`src/rtl/btn_evt_pkg.sv`:
```
// Package: shared names for the button/footswitch event capture block.
// Assumes footswitch bit positions are fixed by the consumer's decoding.
package btn_evt_pkg;

    // Footswitch bit positions in gpio_n_i / gpio_evt_o / gpio_ack_i
    typedef enum int {
        FSW_AUTOCAL   = 0,
        FSW_MUTE      = 1,
        FSW_PRESET_UP = 2,
        FSW_PRESET_DN = 3
    } fsw_bit_e;

    localparam int FSW_COUNT = 4;

endpackage

```
`src/rtl/evt_sync2.sv`:
```
// Module: two-flop synchronizer for a vector of slow, debounced levels.
// Assumes each bit changes slowly enough that bits need no coherence.
// RESET_VAL gives the idle level so that no false edge appears after reset.
module evt_sync2 #(
    parameter int              WIDTH     = 4,
    parameter logic [WIDTH-1:0] RESET_VAL = '0
) (
    input  logic             clk,
    input  logic             rst_n,
    input  logic [WIDTH-1:0] async_i,
    output logic [WIDTH-1:0] sync_o
);

    logic [WIDTH-1:0] meta_q;
    logic [WIDTH-1:0] sync_q;

    // Two-stage capture of the incoming levels
    always_ff @(posedge clk) begin
        if (!rst_n) begin
            meta_q <= RESET_VAL;
            sync_q <= RESET_VAL;
        end else begin
            meta_q <= async_i;
            sync_q <= meta_q;
        end
    end

    assign sync_o = sync_q;

endmodule

```
`src/rtl/btn_evt_arbiter.sv`:
```
// Module: latches button press edges and reports the highest pending one
// per service tick, clearing all pending presses when it does.
// Assumes synchronized levels with 1 = pressed.
module btn_evt_arbiter #(
    parameter int NUM_BTN = 8,
    parameter int IDX_W   = (NUM_BTN > 1) ? $clog2(NUM_BTN) : 1
) (
    input  logic               clk,
    input  logic               rst_n,
    input  logic [NUM_BTN-1:0] lvl_s,
    input  logic               svc_tick,
    output logic [IDX_W-1:0]   code_o,
    output logic               valid_o
);

    localparam logic [NUM_BTN-1:0] ONE_HOT_LSB = {{(NUM_BTN-1){1'b0}}, 1'b1};

    logic [NUM_BTN-1:0] prev_q;
    logic [NUM_BTN-1:0] pend_q;
    logic [NUM_BTN-1:0] press;
    logic [IDX_W-1:0]   sel_idx;
    logic [IDX_W-1:0]   code_q;
    logic               valid_q;
    logic               pend_any;

    // Rising edge of each button level marks a press
    assign press    = lvl_s & ~prev_q;
    assign pend_any = |pend_q;

    // Priority encoder: the last set bit scanned upward is the highest index
    always_comb begin
        sel_idx = '0;
        for (int i = 0; i < NUM_BTN; i++) begin
            if (pend_q[i]) sel_idx = IDX_W'(i);
        end
    end

    // Edge history, pending set, and report on the service tick
    always_ff @(posedge clk) begin
        if (!rst_n) begin
            prev_q  <= '0;
            pend_q  <= '0;
            code_q  <= '0;
            valid_q <= 1'b0;
        end else begin
            prev_q  <= lvl_s;
            valid_q <= 1'b0;
            if (svc_tick && pend_any) begin
                code_q  <= sel_idx;
                valid_q <= 1'b1;
                pend_q  <= press;
            end else begin
                pend_q  <= pend_q | press;
            end
        end
    end

    assign code_o  = code_q;
    assign valid_o = valid_q;

    AST_VALID_AFTER_TICK: assert property (@(posedge clk) disable iff (!rst_n)
        valid_q |-> $past(svc_tick));
    AST_CODE_HOLDS: assert property (@(posedge clk) disable iff (!rst_n)
        !valid_q |-> $stable(code_q));
    AST_CODE_IS_TOP_PENDING: assert property (@(posedge clk) disable iff (!rst_n)
        valid_q |-> (($past(pend_q) >> code_q) == ONE_HOT_LSB));
    AST_PEND_NEEDS_PRESS: assert property (@(posedge clk) disable iff (!rst_n)
        ((pend_q & ~$past(pend_q) & ~$past(press)) == '0));

endmodule

```
`src/rtl/gpio_evt_flags.sv`:
```
// Module: parallel falling-edge capture for active-low footswitch inputs
// with sticky write-one-to-clear flags. A new edge beats a same-cycle ack.
// Assumes synchronized levels with 0 = grounded/active.
module gpio_evt_flags #(
    parameter int NUM_GPIO = 4
) (
    input  logic                clk,
    input  logic                rst_n,
    input  logic [NUM_GPIO-1:0] lvl_n_s,
    input  logic [NUM_GPIO-1:0] ack_i,
    output logic [NUM_GPIO-1:0] flag_o
);

    logic [NUM_GPIO-1:0] prev_n_q;
    logic [NUM_GPIO-1:0] flag_q;
    logic [NUM_GPIO-1:0] fall;

    // A 1-to-0 step on an input is an activation
    assign fall = prev_n_q & ~lvl_n_s;

    // Edge history and sticky flags with clear-on-ack
    always_ff @(posedge clk) begin
        if (!rst_n) begin
            prev_n_q <= '1;
            flag_q   <= '0;
        end else begin
            prev_n_q <= lvl_n_s;
            flag_q   <= (flag_q & ~ack_i) | fall;
        end
    end

    assign flag_o = flag_q;

    AST_FLAG_FROM_FALL: assert property (@(posedge clk) disable iff (!rst_n)
        ((flag_q & ~$past(flag_q) & ~$past(fall)) == '0));
    AST_FLAG_STICKY: assert property (@(posedge clk) disable iff (!rst_n)
        ((flag_q & ~ack_i) != '0) |=> ((flag_q & $past(flag_q & ~ack_i)) == $past(flag_q & ~ack_i)));

endmodule

```
`src/rtl/btn_evt_capture.sv`:
```
// Module: top of the button/footswitch event capture block.
// Synchronizes both input groups, then feeds the priority button
// arbiter and the parallel footswitch flag bank.
// Assumes the inputs are already debounced.
module btn_evt_capture #(
    parameter int NUM_BTN  = 8,
    parameter int NUM_GPIO = btn_evt_pkg::FSW_COUNT,
    parameter int IDX_W    = (NUM_BTN > 1) ? $clog2(NUM_BTN) : 1
) (
    input  logic                clk,
    input  logic                rst_n,
    input  logic [NUM_BTN-1:0]  btn_lvl_i,
    input  logic [NUM_GPIO-1:0] gpio_n_i,
    input  logic                svc_tick_i,
    input  logic [NUM_GPIO-1:0] gpio_ack_i,
    output logic [IDX_W-1:0]    btn_code_o,
    output logic                btn_valid_o,
    output logic [NUM_GPIO-1:0] gpio_evt_o
);

    logic [NUM_BTN-1:0]  btn_s;
    logic [NUM_GPIO-1:0] gpio_n_s;

    evt_sync2 #(.WIDTH(NUM_BTN), .RESET_VAL('0)) i_btn_sync (
        .clk(clk), .rst_n(rst_n), .async_i(btn_lvl_i), .sync_o(btn_s)
    );

    evt_sync2 #(.WIDTH(NUM_GPIO), .RESET_VAL('1)) i_gpio_sync (
        .clk(clk), .rst_n(rst_n), .async_i(gpio_n_i), .sync_o(gpio_n_s)
    );

    btn_evt_arbiter #(.NUM_BTN(NUM_BTN), .IDX_W(IDX_W)) i_arb (
        .clk(clk), .rst_n(rst_n), .lvl_s(btn_s), .svc_tick(svc_tick_i),
        .code_o(btn_code_o), .valid_o(btn_valid_o)
    );

    gpio_evt_flags #(.NUM_GPIO(NUM_GPIO)) i_flags (
        .clk(clk), .rst_n(rst_n), .lvl_n_s(gpio_n_s), .ack_i(gpio_ack_i),
        .flag_o(gpio_evt_o)
    );

    AST_VALID_NEEDS_TICK_TOP: assert property (@(posedge clk) disable iff (!rst_n)
        btn_valid_o |-> $past(svc_tick_i));
    AST_RESET_QUIET: assert property (@(posedge clk)
        !rst_n |=> (!btn_valid_o && gpio_evt_o == '0));

endmodule

```
`config.mk`:
```
export PLATFORM = sky130hd
export DESIGN_NAME = btn_evt_capture
export DESIGN_NICKNAME = d
export VERILOG_FILES = /design/src/rtl/btn_evt_pkg.sv /design/src/rtl/evt_sync2.sv /design/src/rtl/btn_evt_arbiter.sv /design/src/rtl/gpio_evt_flags.sv /design/src/rtl/btn_evt_capture.sv
export SDC_FILE = /design/constraint.sdc
export NUM_CORES = 1
export LEC_CHECK = 0
export BUFFER_PORTS_ARGS = -buffer_cell sky130_fd_sc_hd__buf_4
export CAP_MARGIN = 30
export CORE_MARGIN = 8
export CORE_UTILIZATION = 57
export CTS_CLUSTER_SIZE = 20
export DETAILED_ROUTE_END_ITERATION = 12
export GPL_TIMING_DRIVEN = 0
export PLACE_DENSITY = 0.81
export SETUP_SLACK_MARGIN = 0.1
export SYNTH_ARGS = -nofsm -noshare
export SYNTH_HDL_FRONTEND = slang
export SYNTH_SLANG_ARGS = --single-unit
```
`constraint.sdc`:
```
create_clock -name clk -period 1.6 [get_ports clk]
set_input_delay 0.32 -clock clk [delete_from_list [all_inputs] [get_ports clk]]
set_output_delay 0.32 -clock clk [all_outputs]
set_load 0.05 [all_outputs]
```
==> metrics.md <==
| Metric | Value |
|---|---|
| WP data arrival | 0.92 ns |
| Core Box Area | 2730 um2 |
| Cells along the critical path | buf_4 |
| Vias per cell | 4.78 |
| Die width | 69.5 um |
| Worst Setup Start Kind | register |
| CTS Root Cell | clkbuf_4 |
| Starting Density | 0.597 |
| Register area share after synthesis | 0.638 |
| Synth Area per Inst | 10.6 um2 |
| Ys Warns | 0 |
| Required time of the critical path | 1.28 ns |
| Final nets | 205 |
| Die height | 69.5 um |
| Critical path class | register to primary output |
| Share of layout cells above drive strength 1 | 0.204 |
| Final core occ | 0.704 |
| Top delay family on crit path | flip-flops |
| Register Area | 1040 um2 |
| Worst Max-Slew Pin Slew | 0.422 ns |
| Cts repair resizes | 0 |
| Status | completed |
| Crit Path Max Fanout | 2 |
| 1st-pass router iterations | 4 |
| Synth top area share | 0.638 |
| RSZ-0062 raised after global routing | no |
| # rows | 19 |
| Finished Layout Cells | 217 |
| Worst Setup End Kind | primary output |
| Port bufs | 25 |
| Syn Inst Count | 154 |
| Final worst-path cycle share | 0.772 |
| Layout area overhead | 17.9% |
| Seq cells post-synth | 52 |
| I/O Pins | 27 |
| Final instance area | 1920 um2 |
| Commonest cells post-synth | 52 x dfxtp_1, 24 x and2_1, 17 x inv_1, 17 x nand2b_1, 12 x nor2_1 |
| Min-Delay Path Class | input port to register |
| Fin. max-slew vios | 0 |
| Largest net degree at the start of global routing | 15 |
| Fin Setup TNS | 0 ns |
| Htree depth | 2 |
| N_diodes | 0 |
| Via count | 1038 |
| Highest Clock Rate | 0.809 GHz |
| Routed len/inst | 10.9 um |
| LEAKAGE | 0.797 nW |
| CP max stage cell | dfxtp_1 |
| # DRC | 0 |
| Tot Pwr | 2.19 mW |
| Power per cell area | 1140 nW/um2 |
| EDFF count, synth | 0 |
| CTS sink cnt | 52 |
| Gpl congestion | 0.768 |
| Setup violators final | 0 |
| Area occupied by multi-input gates | 502 um2 |
| Synthesized area | 1630 um2 |
| Total GRT Usage | 0.105 |
| Syn nets | 173 |
| Grt total ovfl | 0 |
| Final hold violations | 0 |
| Unique cell type count in the Yosys netlist | 20 |
| Post-route ant nets | 0 |
| Area contributors post-synth | dfxtp_1 64%, and2_1 9.2%, nand2b_1 6.5% |
| Max-slew headroom | 0.719 |
| Top-count cell post-synth | dfxtp_1 |
| Num CTS Buffers | 5 |
| Post-CTS setup buffer count | 0 |
| Most used DFF post-synth | dfxtp_1 |
| Antenna violations before repair | 0 |
| Post-CTS Hold Buffers | 0 |
| Ys async rst share | 0 |
| Post-synth top area cell | dfxtp_1 |
| CTS tree | yes |
| DP HPWL | 1.82 mm |
| Clock latency on the worst-skew pair | 0.36 ns |
| Critical Path Max Stage Delay | 0.36 ns |
| Post-Place Cells | 210 |
| Peak supply drop | 0.892 mV |
| Max Clock Skew | 0.0128 ns |
| Setup slack, reg-to-reg | 0.42 ns |
| Routed WL | 2.37 mm |
| Fill cells | 217 |
| Maximum capacitance violations | 0 |
| Buf/Inv on CP | 1 |
| Clock transition at path regs | 0.13 ns |
| Global-route wire length before repair | 4.16 mm |
| Tmin final | 1.24 ns |
| DRT iter0 DRCs | 20 |
| Vias in the first global route | 1056 |
| Dpl cell area | 1860 um2 |
| Clock Path Buffers | 2 |
| DIE AREA | 4830 um2 |
## state kept, by name, summed over array words and instances, names as in the netlist
signal	cells
i_gpio_sync.meta_q	4
i_flags.prev_n_q	4
i_arb.pend_q	8
i_gpio_sync.sync_o	4
i_arb.code_o	3
i_btn_sync.meta_q	8
i_btn_sync.sync_o	8
i_arb.valid_o	1
i_flags.flag_o	4
i_arb.prev_q	8
## power by group
part / total (mW) / leakage [nW] / switching [mW] / internal [mW]
combinational: 0.215 / 0.332 / 0.115 / 0.0995
clock: 0.604 / 0.0374 / 0.354 / 0.250
sequential: 1.37 / 0.427 / 0.0228 / 1.35
## per-layer routing
metal | global-route usage | wire length, um | vias up
met3 | 0.0458 | 143 | 7
li1 | - | - | 544
met2 | 0.184 | 1180 | 25
met4 | 0.0615 | 59 | 0
met5 | 0 | 0 | -
met1 | 0.0977 | 985 | 462
## final timing paths
| path | startpoint | endpoint | cells past startpoint |
|---|---|---|---|
| max reg2reg | i_arb.pend_q[3]$_SDFF_PN0_ | i_arb.code_o[1]$_SDFFE_PN0P_ | 4 |
| min reg2reg | i_gpio_sync.meta_q[3]$_SDFF_PN1_ | i_gpio_sync.sync_o[3]$_SDFF_PN1_ | 1 |
| min | gpio_n_i[3] | i_gpio_sync.meta_q[3]$_SDFF_PN1_ | 2 |
| max | i_arb.code_o[1]$_SDFFE_PN0P_ | btn_code_o[1] | 1 |
## layout make-up
class,count,share of cell area
multi-input cells,79,0.261
well taps,31,0.0202
flip-flops and latches,52,0.541
plain buffers,6,0.0137
inverters,17,0.0332
clock buffers,7,0.0338
repair buffers,25,0.0975
## per-stage QoR
step / hold WS [ns] / setup WS [ns]
2_1_floorplan: 0.385 / 0.512
3_3_place_gp: 0.388 / 0.263
3_5_place_dp: 0.397 / 0.192
4_1_cts: 0.121 / 0.344
5_1_grt: 0.120 / 0.302
6_report: 0.137 / 0.364
## worst register-to-register path: stages, from the launching register on
cell and delay (ns):
dfxtp_1 0.42, nor4_2 0.07, a21boi_2 0.27, nor2_1 0.09, a311oi_2 0.24
## cells by family (layout without fill, tap and decap cells)
group | count (synthesis) | count (layout) | synth area share
buf+inv | 23 | 55 | 0.0552
simple gates | 59 | 59 | 0.224
compound gates | 20 | 20 | 0.0835
flops | 52 | 52 | 0.638
## layout by cell type, fill, tap and decap left out, drive strengths merged
master   n
a211oi   1
a21boi   1
a21oi    6
a311oi   1
and2    25
buf     27
clkbuf  11
dfxtp   52
inv     17
nand2b  17
nor2    12
nor4     2
o211ai   1
o21ai    1
o22ai    8
o311a    1
or2b     3
Note: power is estimated with default switching activity, not from simulation.
